==> src/rtl/csu_pkg.sv <==
package csu_pkg;
   localparam int NUM_SEL  = 4;
   localparam int CFG_AW   = 4;
   localparam int OPT_W    = 16;

   // option word fields
   localparam int OPT_EN    = 0;
   localparam int OPT_SZ_LO = 1;
   localparam int OPT_DRAM  = 9;
   localparam int OPT_P_LO  = 11;
   localparam int OPT_PRO   = 13;
   localparam int OPT_SUP   = 14;
   localparam int OPT_RO    = 15;

   // control word fields
   localparam int CTL_DRAM  = 6;
   localparam int CTL_WIDE  = 14;
   localparam logic [OPT_W-1:0] CTL_MASK = 16'h7F55;

   // configuration slots
   localparam logic [CFG_AW-1:0] SLOT_CTL  = 4'd4;
   localparam logic [CFG_AW-1:0] SLOT_BASE = 4'd8;

   function automatic logic [OPT_W-1:0] opt_store_mask(input int idx);
      return (idx == 1 || idx == 2) ? 16'hF9FF : 16'hFFFF;
   endfunction

   // control bit that widens the protection fraction of bank idx
   function automatic int prot_ctl_bit(input int idx);
      return (idx > 0) ? 2 * (idx - 1) : 0;
   endfunction
endpackage

==> src/rtl/csu_regs.sv <==
module csu_regs
   import csu_pkg::*;
#(
   parameter int ADDR_W = 32
) (
   input  logic                           clk,
   input  logic                           rst_n,
   input  logic                           cfg_we,
   input  logic [CFG_AW-1:0]              cfg_addr,
   input  logic [31:0]                    cfg_wdata,
   output logic [NUM_SEL-1:0][OPT_W-1:0]  opt_q,
   output logic [NUM_SEL-1:0][ADDR_W-1:0] base_q,
   output logic [OPT_W-1:0]               ctl_q,
   output logic                           boot_q
);
   localparam int DATA_KEEP = (ADDR_W < 32) ? ADDR_W : 32;

   generate
      for (genvar i = 0; i < NUM_SEL; i++) begin : g_slot
         localparam logic [CFG_AW-1:0] OPT_SLOT  = CFG_AW'(i);
         localparam logic [CFG_AW-1:0] BASE_SLOT = SLOT_BASE + CFG_AW'(i);
         localparam logic [OPT_W-1:0]  KEEP      = opt_store_mask(i);
         logic [OPT_W-1:0]  opt_r;
         logic [ADDR_W-1:0] base_r;

         always_ff @(posedge clk or negedge rst_n) begin
            if (!rst_n) begin
               opt_r  <= '0;
               base_r <= '0;
            end else if (cfg_we) begin
               if (cfg_addr == OPT_SLOT)
                  opt_r <= cfg_wdata[OPT_W-1:0] & KEEP;
               if (cfg_addr == BASE_SLOT)
                  base_r <= ADDR_W'(cfg_wdata[DATA_KEEP-1:0]);
            end
         end

         assign opt_q[i]  = opt_r;
         assign base_q[i] = base_r;
      end
   endgenerate

   always_ff @(posedge clk or negedge rst_n) begin
      if (!rst_n) begin
         ctl_q  <= '0;
         boot_q <= 1'b1;
      end else if (cfg_we) begin
         if (cfg_addr == SLOT_CTL)
            ctl_q <= cfg_wdata[OPT_W-1:0] & CTL_MASK;
         if (cfg_addr == '0 && cfg_wdata[OPT_EN])
            boot_q <= 1'b0;
      end
   end


   boot_exit_chk: assert property (@(posedge clk) disable iff (!rst_n)
      $fell(boot_q) |-> $past(cfg_we && cfg_addr == '0 && cfg_wdata[OPT_EN]));
endmodule

==> src/rtl/csu_bank.sv <==
module csu_bank
   import csu_pkg::*;
#(
   parameter int ADDR_W         = 32,
   parameter int LINE_LOG2_MIN  = 17,
   parameter bit DRAM_CAPABLE   = 1'b0,
   parameter int DRAM_LOG2      = 23,
   parameter bit HAS_PROT       = 1'b0,
   parameter int PROT_DIV_LOG2  = 7,
   parameter int PROT_CTL_BIT   = 0
) (
   input  logic [OPT_W-1:0]  opt,
   input  logic [OPT_W-1:0]  ctl,
   input  logic              dram_d,
   input  logic [ADDR_W-1:0] base,
   input  logic [ADDR_W-1:0] addr,
   input  logic              force_all,
   output logic              hit,
   output logic              in_prot,
   output logic              ro_all,
   output logic              sup_only,
   output logic              ro_prot
);
   localparam int LOG_W = $clog2(ADDR_W) + 1;

   logic [LOG_W-1:0]  line_log2;
   logic [LOG_W-1:0]  win_log2;
   logic [ADDR_W-1:0] win_keep;
   logic [2:0]        code;

   assign code = opt[OPT_SZ_LO +: 3];

   generate
      if (DRAM_CAPABLE) begin : g_dram
         logic dram_mode;
         assign dram_mode = ctl[CTL_DRAM] & dram_d;
         assign line_log2 = dram_mode
            ? LOG_W'(DRAM_LOG2) + LOG_W'(opt[OPT_SZ_LO])
            : LOG_W'(LINE_LOG2_MIN) + LOG_W'(code);
      end else begin : g_plain
         assign line_log2 = LOG_W'(LINE_LOG2_MIN) + LOG_W'(code);
      end
   endgenerate

   assign win_log2 = line_log2 + LOG_W'(1);
   assign win_keep = {ADDR_W{1'b1}} << win_log2;
   assign hit      = force_all |
                     (opt[OPT_EN] & (((addr ^ base) & win_keep) == '0));
   assign ro_all   = opt[OPT_RO];

   generate
      if (HAS_PROT) begin : g_prot
         logic [2:0]        p;
         logic [LOG_W-1:0]  unp_log2;
         logic [ADDR_W-1:0] line_off;

         assign p        = {ctl[CTL_WIDE] & ctl[PROT_CTL_BIT], opt[OPT_P_LO +: 2]};
         assign unp_log2 = line_log2 - LOG_W'(PROT_DIV_LOG2) + LOG_W'(p);
         assign line_off = addr & ~({ADDR_W{1'b1}} << line_log2);
         assign in_prot  = (line_off >> unp_log2) != '0;
         assign sup_only = opt[OPT_SUP];
         assign ro_prot  = opt[OPT_PRO];
      end else begin : g_noprot
         assign in_prot  = 1'b0;
         assign sup_only = 1'b0;
         assign ro_prot  = 1'b0;
      end
   endgenerate
endmodule

==> src/rtl/csu_arb.sv <==
module csu_arb
   import csu_pkg::*;
(
   input  logic               clk,
   input  logic               rst_n,
   input  logic               acc_valid,
   input  logic               acc_write,
   input  logic               acc_super,
   input  logic               reg_raw,
   input  logic [NUM_SEL-1:0] hit,
   input  logic [NUM_SEL-1:0] in_prot,
   input  logic [NUM_SEL-1:0] ro_all,
   input  logic [NUM_SEL-1:0] sup_only,
   input  logic [NUM_SEL-1:0] ro_prot,
   output logic [NUM_SEL-1:0] sel_o,
   output logic               reg_hit_o,
   output logic               priv_viol_o,
   output logic               wp_viol_o
);
   logic [NUM_SEL-1:0] win;
   logic               found;
   logic [NUM_SEL-1:0] sel_n;
   logic               reg_n, pv_n, wp_n;
   logic               w_ro, w_prot, w_sup, w_rop;

   always_comb begin
      win   = '0;
      found = 1'b0;
      for (int i = 0; i < NUM_SEL; i++) begin
         if (!found && hit[i]) begin
            win[i] = 1'b1;
            found  = 1'b1;
         end
      end
   end

   assign w_ro   = |(win & ro_all);
   assign w_prot = |(win & in_prot);
   assign w_sup  = |(win & sup_only);
   assign w_rop  = |(win & ro_prot);

   always_comb begin
      sel_n = '0;
      reg_n = 1'b0;
      pv_n  = 1'b0;
      wp_n  = 1'b0;
      if (acc_valid) begin
         if (reg_raw)
            reg_n = 1'b1;
         else if (found) begin
            if (acc_write && w_ro)
               wp_n = 1'b1;
            else if (w_prot && w_sup && !acc_super)
               pv_n = 1'b1;
            else if (acc_write && w_prot && w_rop)
               wp_n = 1'b1;
            else
               sel_n = win;
         end
      end
   end

   always_ff @(posedge clk or negedge rst_n) begin
      if (!rst_n) begin
         sel_o       <= '0;
         reg_hit_o   <= 1'b0;
         priv_viol_o <= 1'b0;
         wp_viol_o   <= 1'b0;
      end else begin
         sel_o       <= sel_n;
         reg_hit_o   <= reg_n;
         priv_viol_o <= pv_n;
         wp_viol_o   <= wp_n;
      end
   end


   sel_onehot_chk: assert property (@(posedge clk) disable iff (!rst_n)
      $onehot0(sel_o));

   idle_quiet_chk: assert property (@(posedge clk) disable iff (!rst_n)
      !acc_valid |=> (sel_o == '0 && !reg_hit_o && !priv_viol_o && !wp_viol_o));

   reg_excl_chk: assert property (@(posedge clk) disable iff (!rst_n)
      reg_hit_o |-> (sel_o == '0 && !priv_viol_o && !wp_viol_o));

   priv_user_chk: assert property (@(posedge clk) disable iff (!rst_n)
      priv_viol_o |-> ($past(!acc_super) && sel_o == '0 && !wp_viol_o));

   wp_write_chk: assert property (@(posedge clk) disable iff (!rst_n)
      wp_viol_o |-> ($past(acc_write) && sel_o == '0));
endmodule

==> src/rtl/csel_unit.sv <==
module csel_unit
   import csu_pkg::*;
#(
   parameter int               ADDR_W        = 32,
   parameter logic [31:0]      REG_BASE      = 32'hFFFF_F000,
   parameter int               WIDE_LOG2     = 17,
   parameter int               NARROW_LOG2   = 15,
   parameter int               DRAM_LOG2     = 23,
   parameter int               PROT_DIV_LOG2 = 7
) (
   input  logic               clk,
   input  logic               rst_n,
   input  logic               cfg_we,
   input  logic [3:0]         cfg_addr,
   input  logic [31:0]        cfg_wdata,
   input  logic               acc_valid,
   input  logic [ADDR_W-1:0]  acc_addr,
   input  logic               acc_write,
   input  logic               acc_super,
   output logic [3:0]         sel_o,
   output logic               reg_hit_o,
   output logic               priv_viol_o,
   output logic               wp_viol_o
);
   generate
      if (ADDR_W < DRAM_LOG2 + 2) begin : g_bad_dram
         $error("ADDR_W too small for the DRAM window");
      end
      if (ADDR_W < WIDE_LOG2 + 8) begin : g_bad_wide
         $error("ADDR_W too small for the largest size code");
      end
      if (NARROW_LOG2 < PROT_DIV_LOG2 || WIDE_LOG2 < PROT_DIV_LOG2) begin : g_bad_div
         $error("protection divider exceeds the smallest line");
      end
   endgenerate

   logic [NUM_SEL-1:0][OPT_W-1:0]  opt_q;
   logic [NUM_SEL-1:0][ADDR_W-1:0] base_q;
   logic [OPT_W-1:0]               ctl_q;
   logic                           boot_q;
   logic [NUM_SEL-1:0]             hit, in_prot, ro_all, sup_only, ro_prot;
   logic                           reg_raw;

   csu_regs #(.ADDR_W(ADDR_W)) u_regs (
      .clk(clk), .rst_n(rst_n), .cfg_we(cfg_we), .cfg_addr(cfg_addr),
      .cfg_wdata(cfg_wdata), .opt_q(opt_q), .base_q(base_q),
      .ctl_q(ctl_q), .boot_q(boot_q)
   );

   generate
      for (genvar i = 0; i < NUM_SEL; i++) begin : g_bank
         csu_bank #(
            .ADDR_W       (ADDR_W),
            .LINE_LOG2_MIN((i < 2) ? WIDE_LOG2 : NARROW_LOG2),
            .DRAM_CAPABLE (i >= 2),
            .DRAM_LOG2    (DRAM_LOG2),
            .HAS_PROT     (i > 0),
            .PROT_DIV_LOG2(PROT_DIV_LOG2),
            .PROT_CTL_BIT (prot_ctl_bit(i))
         ) u_bank (
            .opt      (opt_q[i]),
            .ctl      (ctl_q),
            .dram_d   (opt_q[NUM_SEL-1][OPT_DRAM]),
            .base     (base_q[i]),
            .addr     (acc_addr),
            .force_all((i == 0) ? boot_q : 1'b0),
            .hit      (hit[i]),
            .in_prot  (in_prot[i]),
            .ro_all   (ro_all[i]),
            .sup_only (sup_only[i]),
            .ro_prot  (ro_prot[i])
         );
      end
   endgenerate

   assign reg_raw = acc_addr >= ADDR_W'(REG_BASE);

   csu_arb u_arb (
      .clk(clk), .rst_n(rst_n), .acc_valid(acc_valid), .acc_write(acc_write),
      .acc_super(acc_super), .reg_raw(reg_raw), .hit(hit), .in_prot(in_prot),
      .ro_all(ro_all), .sup_only(sup_only), .ro_prot(ro_prot),
      .sel_o(sel_o), .reg_hit_o(reg_hit_o), .priv_viol_o(priv_viol_o),
      .wp_viol_o(wp_viol_o)
   );
endmodule

==> config.mk <==
export PLATFORM = sky130hd
export DESIGN_NAME = csel_unit
export DESIGN_NICKNAME = d
export VERILOG_FILES = /design/src/rtl/csu_pkg.sv /design/src/rtl/csu_regs.sv /design/src/rtl/csu_bank.sv /design/src/rtl/csu_arb.sv /design/src/rtl/csel_unit.sv
export SDC_FILE = /design/constraint.sdc
export NUM_CORES = 1
export LEC_CHECK = 0
export ABC_CLOCK_PERIOD_IN_PS = 14200
export CELL_PAD_IN_SITES_DETAIL_PLACEMENT = 0
export CELL_PAD_IN_SITES_GLOBAL_PLACEMENT = 1
export CORE_MARGIN = 2
export CORE_UTILIZATION = 34
export CTS_CLUSTER_DIAMETER = 50
export DETAILED_ROUTE_END_ITERATION = 16
export PLACE_DENSITY = 0.66
export SLEW_MARGIN = 40
export SYNTH_ARGS = -nofsm -noshare
export SYNTH_HDL_FRONTEND = slang
export SYNTH_HIERARCHICAL = 1
export SYNTH_SLANG_ARGS = --single-unit
export TNS_END_PERCENT = 30
==> constraint.sdc <==
create_clock -name clk -period 14.2 [get_ports clk]
set_clock_uncertainty 0.15 [all_clocks]
set_input_delay 1.42 -clock clk [delete_from_list [all_inputs] [get_ports clk]]
set_output_delay 1.42 -clock clk [all_outputs]
set_load 0.005 [all_outputs]
==> qor.txt, run 1 <==
placer congestion estimate: 0.903
first-pass GRT wire length: 71400 um
die height: 200 um
Switching Share: 0.474
# H-tree levels: 4
DR vias/cell: 6.01
arrival time of the worst setup path: 5.78 ns
CTS Hold Bufs: 0
Post-CTS Setup Bufs: 0
R2R cell count: 17
initial antenna violation count: 0
DRT iter0 DRCs: 1083
Mean Syn Cell Area: 9.62 um^2
CTS Sinks: 156
Power Dens Cells: 194 nW/um^2
peak supply drop: 0.0888 mV
slew at the pin closest to its max-slew limit: 0.942 ns
ant diodes: 0
smallest hold slack: 0.301 ns
leakage: 5.84 nW
commonest non-fill, non-tap cell in the layout: dfrtp_1
CP Launch Type: flop
largest fanout on the critical path: 17
final setup vio count: 0
most frequent cells in the layout: dfrtp_1, mux2_2, clkdlybuf4s50_1
max-slew violation count: 0
Reg power frac: 0.221
WL/cell: 24.9 um
All-Layer GR Usage: 0.242
launch point of the worst reg-to-reg path: u_regs/g_slot[3].opt_r[1]
relative slew slack: 0.370
Die Width: 200 um
vias in the first global route: 11200
Max clock buf depth: 2
clock share of power: 0.165
CTS buffer count: 17
I/O Pins: 81
mapped cell area: 13100 um^2
largest net degree at the start of global routing: 100
clock-pin slew on the worst setup and hold paths: 0.06 ns
r2r setup slk: 8.59 ns
Fin Setup TNS: 0 ns
TritonRoute pass-1 iters: 6
DP Wirelength: 34700 um
Starting Density: 0.346
Cells after Synth: 1358
share of cells above drive strength 1: 0.202
internal power: 1.52 mW
PostCTS Resize Cnt: 0
TritonCTS clock tree: yes
clk_lat worst skew: 0.43 ns
area delta synth->final: 13.8%
total core area: 37800 um^2
CP startpoint: u_regs/g_slot[3].opt_r[1]
DRT antenna net count: 0
nets: 1513
die area: 40000 um^2
CP Capture Type: flop
Final min period: 5.61 ns
CP endpoint: u_arb/priv_viol_o
total gr overflow: 0
via count: 11600
DRC Markers: 0
Synth Warn #: 6
switching power: 1.37 mW
input/output buffers: 80
final wirelength: 47900 um
clock root buffer: clkbuf_16
status: finished clean
Final period util: 0.395
Hold Vio Cnt, Final: 0
Logic pwr share: 0.614
number of placement rows: 71
RSZ-0062 raised after global routing: false
min-delay worst type: reg2reg
crit path kind: reg2reg
Fmax: 0.178 GHz
worst path required time: 14.37 ns
worst reg2reg path endpoint: u_arb/priv_viol_o
max cap viols: 0
metrics by stage:
step | area [um^2] | power, mW | std cells | util | setup slack, ns
after floorplan | 13100 | 1.94 | 1362 | - | 9.39
after global placement | 14200 | 2.37 | 1886 | 0.375 | 8.55
after detailed placement | 14200 | 2.38 | 1888 | 0.377 | 8.47
after CTS | 14800 | 2.86 | 1920 | 0.393 | 8.48
after global routing | 14900 | 3.08 | 1921 | 0.394 | 8.23
final | 14900 | 2.89 | 1921 | 0.394 | 8.59
worst min-delay path by stage:
stage	startpoint	to	cells after the start
3_3_place_gp	u_regs/boot_q	u_regs/boot_q	2
2_1_floorplan	u_regs/boot_q	u_regs/boot_q	2
5_1_grt	u_regs/boot_q	u_regs/boot_q	2
3_5_place_dp	u_regs/boot_q	u_regs/boot_q	2
4_1_cts	u_regs/boot_q	u_regs/boot_q	2
6_report	u_regs/boot_q	u_regs/boot_q	2
critical path, cell delays in order, from the launching register on:
cell and delay (ns):
dfrtp_1 0.73, inv_1 0.10, ha_1 0.22, ha_1 0.52, a21boi_1 0.53, nor2_1 0.21
ha_1 0.46, inv_1 0.18, nand2_1 0.08, a21oi_1 0.12, o21ai_0 0.08, a2111oi_0 0.44
a31oi_1 0.14, o41ai_1 0.49, nor4b_4 0.43, nand2_1 0.13, a21boi_2 0.28, and3b_1 0.21
per-layer routing:
layer | routed length, um | vias to the layer above | global-route usage
li1 | - | 5209 | -
met1 | 21000 | 5808 | 0.321
met2 | 22900 | 453 | 0.405
met3 | 2640 | 82 | 0.0363
met4 | 1350 | 0 | 0.0820
met5 | 0 | - | 0
flip-flops by register name, summed over array words and instances, names as in the netlist:
signal                count
u_regs/g_slot.base_r    110
u_regs/g_slot.opt_r      33
u_regs/ctl_q              5
u_arb/sel_o               4
u_arb/priv_viol_o         1
u_arb/reg_hit_o           1
u_arb/wp_viol_o           1
u_regs/boot_q             1
power by group through the flow:
stage / Combinational [mW] / Sequential [mW] / Clock [mW]
floorplan: 1.32 / 0.613 / 0
global placement: 1.73 / 0.642 / 0
detailed placement: 1.73 / 0.647 / 0
CTS: 1.74 / 0.638 / 0.485
global route: 1.92 / 0.653 / 0.506
finish: 1.77 / 0.639 / 0.477
final cells by class:
class	count	area, um^2
clock buffer	19	443
inverter	53	199
timing repair buffer	106	1030
clock inverter	13	166
fill	3775	22900
sequential	156	3910
multi-input combinational	1063	8490
tap	511	639
Note: power is estimated with default switching activity, not from simulation.
==> run 2, diff against run 1 <==
Settings changed: ABC_CLOCK_PERIOD_IN_PS 14200 to 4900, PLACE_DENSITY 0.66 to 0.68.
Clock period 14.2 ns to 4.9 ns, I/O delays scaled along.
==> run 2 against run 1 <==
Via count increased by 1.4%. Highest routed layer unchanged. Total power increased to 3.0 times the previous value. Final cell count increased by 2.3%. Non-clock buffer count increased by 43. Critical path depth unchanged.
==> qor.txt, run 2 (synthesized netlist as in run 1, its figures left out) <==
smallest hold slack: 0.313 ns (was 0.301 ns)
Final period util: 0.946 (was 0.395)
die height: 200 um (unchanged)
worst path required time: 5.12 ns (was 14.37 ns)
WL/cell: 25.1 um (was 24.9 um)
internal power: 4.49 mW (was 1.52 mW)
DRC Markers: 0 (unchanged)
Post-CTS Setup Bufs: 0 (unchanged)
crit path kind: reg2reg (unchanged)
die area: 40000 um^2 (unchanged)
PnR Total Power: 8.53 mW (was 2.89 mW)
largest fanout on the critical path: 23 (was 17)
Logic pwr share: 0.632 (was 0.614)
CP Capture Type: flop (unchanged)
DRT antenna net count: 0 (unchanged)
switching power: 4.04 mW (was 1.37 mW)
largest net degree at the start of global routing: 78 (was 100)
relative slew slack: 0.433 (was 0.370)
share of cells above drive strength 1: 0.227 (was 0.202)
Die Width: 200 um (unchanged)
initial antenna violation count: 2 (was 0)
CTS Sinks: 156 (unchanged)
CP startpoint: u_regs/ctl_q[6] (was u_regs/g_slot[3].opt_r[1])
input/output buffers: 80 (unchanged)
max cap viols: 0 (unchanged)
Power Dens Cells: 562 nW/um^2 (was 194 nW/um^2)
CP Launch Type: flop (unchanged)
total gr overflow: 0 (unchanged)
final wirelength: 49400 um (was 47900 um)
max-slew violation count: 0 (unchanged)
number of placement rows: 71 (unchanged)
area delta synth->final: 16.2% (was 13.8%)
final setup vio count: 0 (unchanged)
DP Wirelength: 37100 um (was 34700 um)
Reg power frac: 0.212 (was 0.221)
TritonRoute pass-1 iters: 6 (unchanged)
TritonCTS clock tree: yes (unchanged)
Top Registers: u_regs/g_slot.base_r (110), u_regs/g_slot.opt_r (33), u_regs/ctl_q (5) (unchanged)
worst reg2reg path endpoint: u_arb/wp_viol_o (was u_arb/priv_viol_o)
Largest register FFs: 110 (unchanged)
arrival time of the worst setup path: 4.85 ns (was 5.78 ns)
Fin Setup TNS: 0 ns (unchanged)
slew at the pin closest to its max-slew limit: 0.848 ns (was 0.942 ns)
CTS buffer count: 17 (unchanged)
I/O Pins: 81 (unchanged)
CP endpoint: u_arb/wp_viol_o (was u_arb/priv_viol_o)
clock root buffer: clkbuf_16 (unchanged)
placer congestion estimate: 0.965 (was 0.903)
DR vias/cell: 5.96 (was 6.01)
R2R cell count: 17 (unchanged)
clk_lat worst skew: 0.43 ns (about the same)
total core area: 37800 um^2 (unchanged)
fin worst setup slack: 0.264 ns (was 8.59 ns)
Hold Vio Cnt, Final: 0 (unchanged)
nets: 1556 (was 1513)
DRT iter0 DRCs: 964 (was 1083)
Top reg by flops: u_regs/g_slot.base_r (unchanged)
r2r setup slk: 0.26 ns (was 8.59 ns)
# H-tree levels: 4 (unchanged)
Starting Density: 0.346 (unchanged)
most frequent cells in the layout: dfrtp_1, mux2_2, clkdlybuf4s50_1 (unchanged)
leakage: 6.03 nW (was 5.84 nW)
RSZ-0062 raised after global routing: true (was false)
DP Worst Slack: -0.00601 ns (was 8.47 ns)
Max clock buf depth: 2 (unchanged)
peak supply drop: 0.232 mV (was 0.0888 mV)
launch point of the worst reg-to-reg path: u_regs/ctl_q[6] (was u_regs/g_slot[3].opt_r[1])
Switching Share: 0.474 (about the same)
min-delay worst type: reg2reg (unchanged)
via count: 11700 (was 11600)
clock-pin slew on the worst setup and hold paths: 0.07 ns (was 0.06 ns)
commonest non-fill, non-tap cell in the layout: dfrtp_1 (unchanged)
vias in the first global route: 11500 (was 11200)
first-pass GRT wire length: 73300 um (was 71400 um)
clock share of power: 0.156 (was 0.165)
Final min period: 4.64 ns (was 5.61 ns)
status: finished clean (unchanged)
Fmax: 0.216 GHz (was 0.178 GHz)
All-Layer GR Usage: 0.249 (was 0.242)
-- run 2: changes by cell type in the layout (fill, tap and decap cells not counted), moves of 2 or more --
cell / delta
buf_4: +44
o311ai_0: -2
clkinv_4: -2
clkdlybuf4s50_1: +2
buf_2: -2
clkinvlp_4: +2
buf_8: -2
-- run 2: timing repair --
action,CTS,global route
resized for setup,2,11
gates cloned,0,0
endpoints found under the setup margin,1,6
endpoints found under the hold margin,74,0
hold buffers,1,0
-- run 2: worst min path at each step --
stage                  startpoint                end  slack (ns)  cells after the start
global route        u_regs/boot_q      u_regs/boot_q        0.32                      2
detailed placement  u_regs/boot_q      u_regs/boot_q        0.29                      2
CTS                 u_regs/boot_q      u_regs/boot_q        0.31                      2
global placement    u_regs/boot_q      u_regs/boot_q        0.29                      2
floorplan                   rst_n  u_arb/priv_viol_o        0.04                      0
finish              u_regs/boot_q      u_regs/boot_q        0.31                      2
-- run 2: per-stage QoR --
step / std cells / utilization / instance area [um^2]
after CTS: 1964 / 0.401 / 15100
after global routing: 1964 / 0.402 / 15200
final: 1965 / 0.402 / 15200
after global placement: 1929 / 0.384 / 14500
after detailed placement: 1931 / 0.385 / 14500
after floorplan: 1362 / - / 13100
-- run 2: area by class of cell --
cell class	count	area, um^2
fillers	3768	22600
multi-input cells	1063	8500
flip-flops and latches	156	3910
repair buffers	149	1350
well taps	511	639
clock buffers	19	443
inverters	53	199
clock inverters	13	143
diodes	1	2.50
-- run 2: power by group through the flow --
| stage | Combinational [mW] | Clock [mW] | Sequential, mW |
|---|---|---|---|
| 5_1_grt | 5.83 | 1.40 | 1.84 |
| 3_5_place_dp | 5.20 | 0 | 1.83 |
| 4_1_cts | 5.24 | 1.35 | 1.81 |
| 2_1_floorplan | 3.84 | 0 | 1.78 |
| 3_3_place_gp | 5.19 | 0 | 1.82 |
| 6_report | 5.39 | 1.33 | 1.81 |
-- run 2: critical path, cell delays in order, from the launching register on --
cell and delay (ns):
dfrtp_1 0.40, buf_4 0.23, and3_1 0.27, a21oi_1 0.20
ha_1 0.26, inv_1 0.09, ha_1 0.33, nor4_1 0.41
o21ai_0 0.26, o221ai_1 0.21, o21ai_0 0.18, a22oi_1 0.20
a2bb2oi_1 0.17, nor4_1 0.06, o221ai_1 0.52, nand2_2 0.14
a22oi_2 0.33, a22o_1 0.17
-- run 2: metal layers --
layer	global-route usage	routed length, um	vias to the layer above
met5	0	0	-
met4	0.110	2220	0
met3	0.0521	3550	101
met2	0.408	22900	488
met1	0.316	20700	5830
li1	-	-	5294
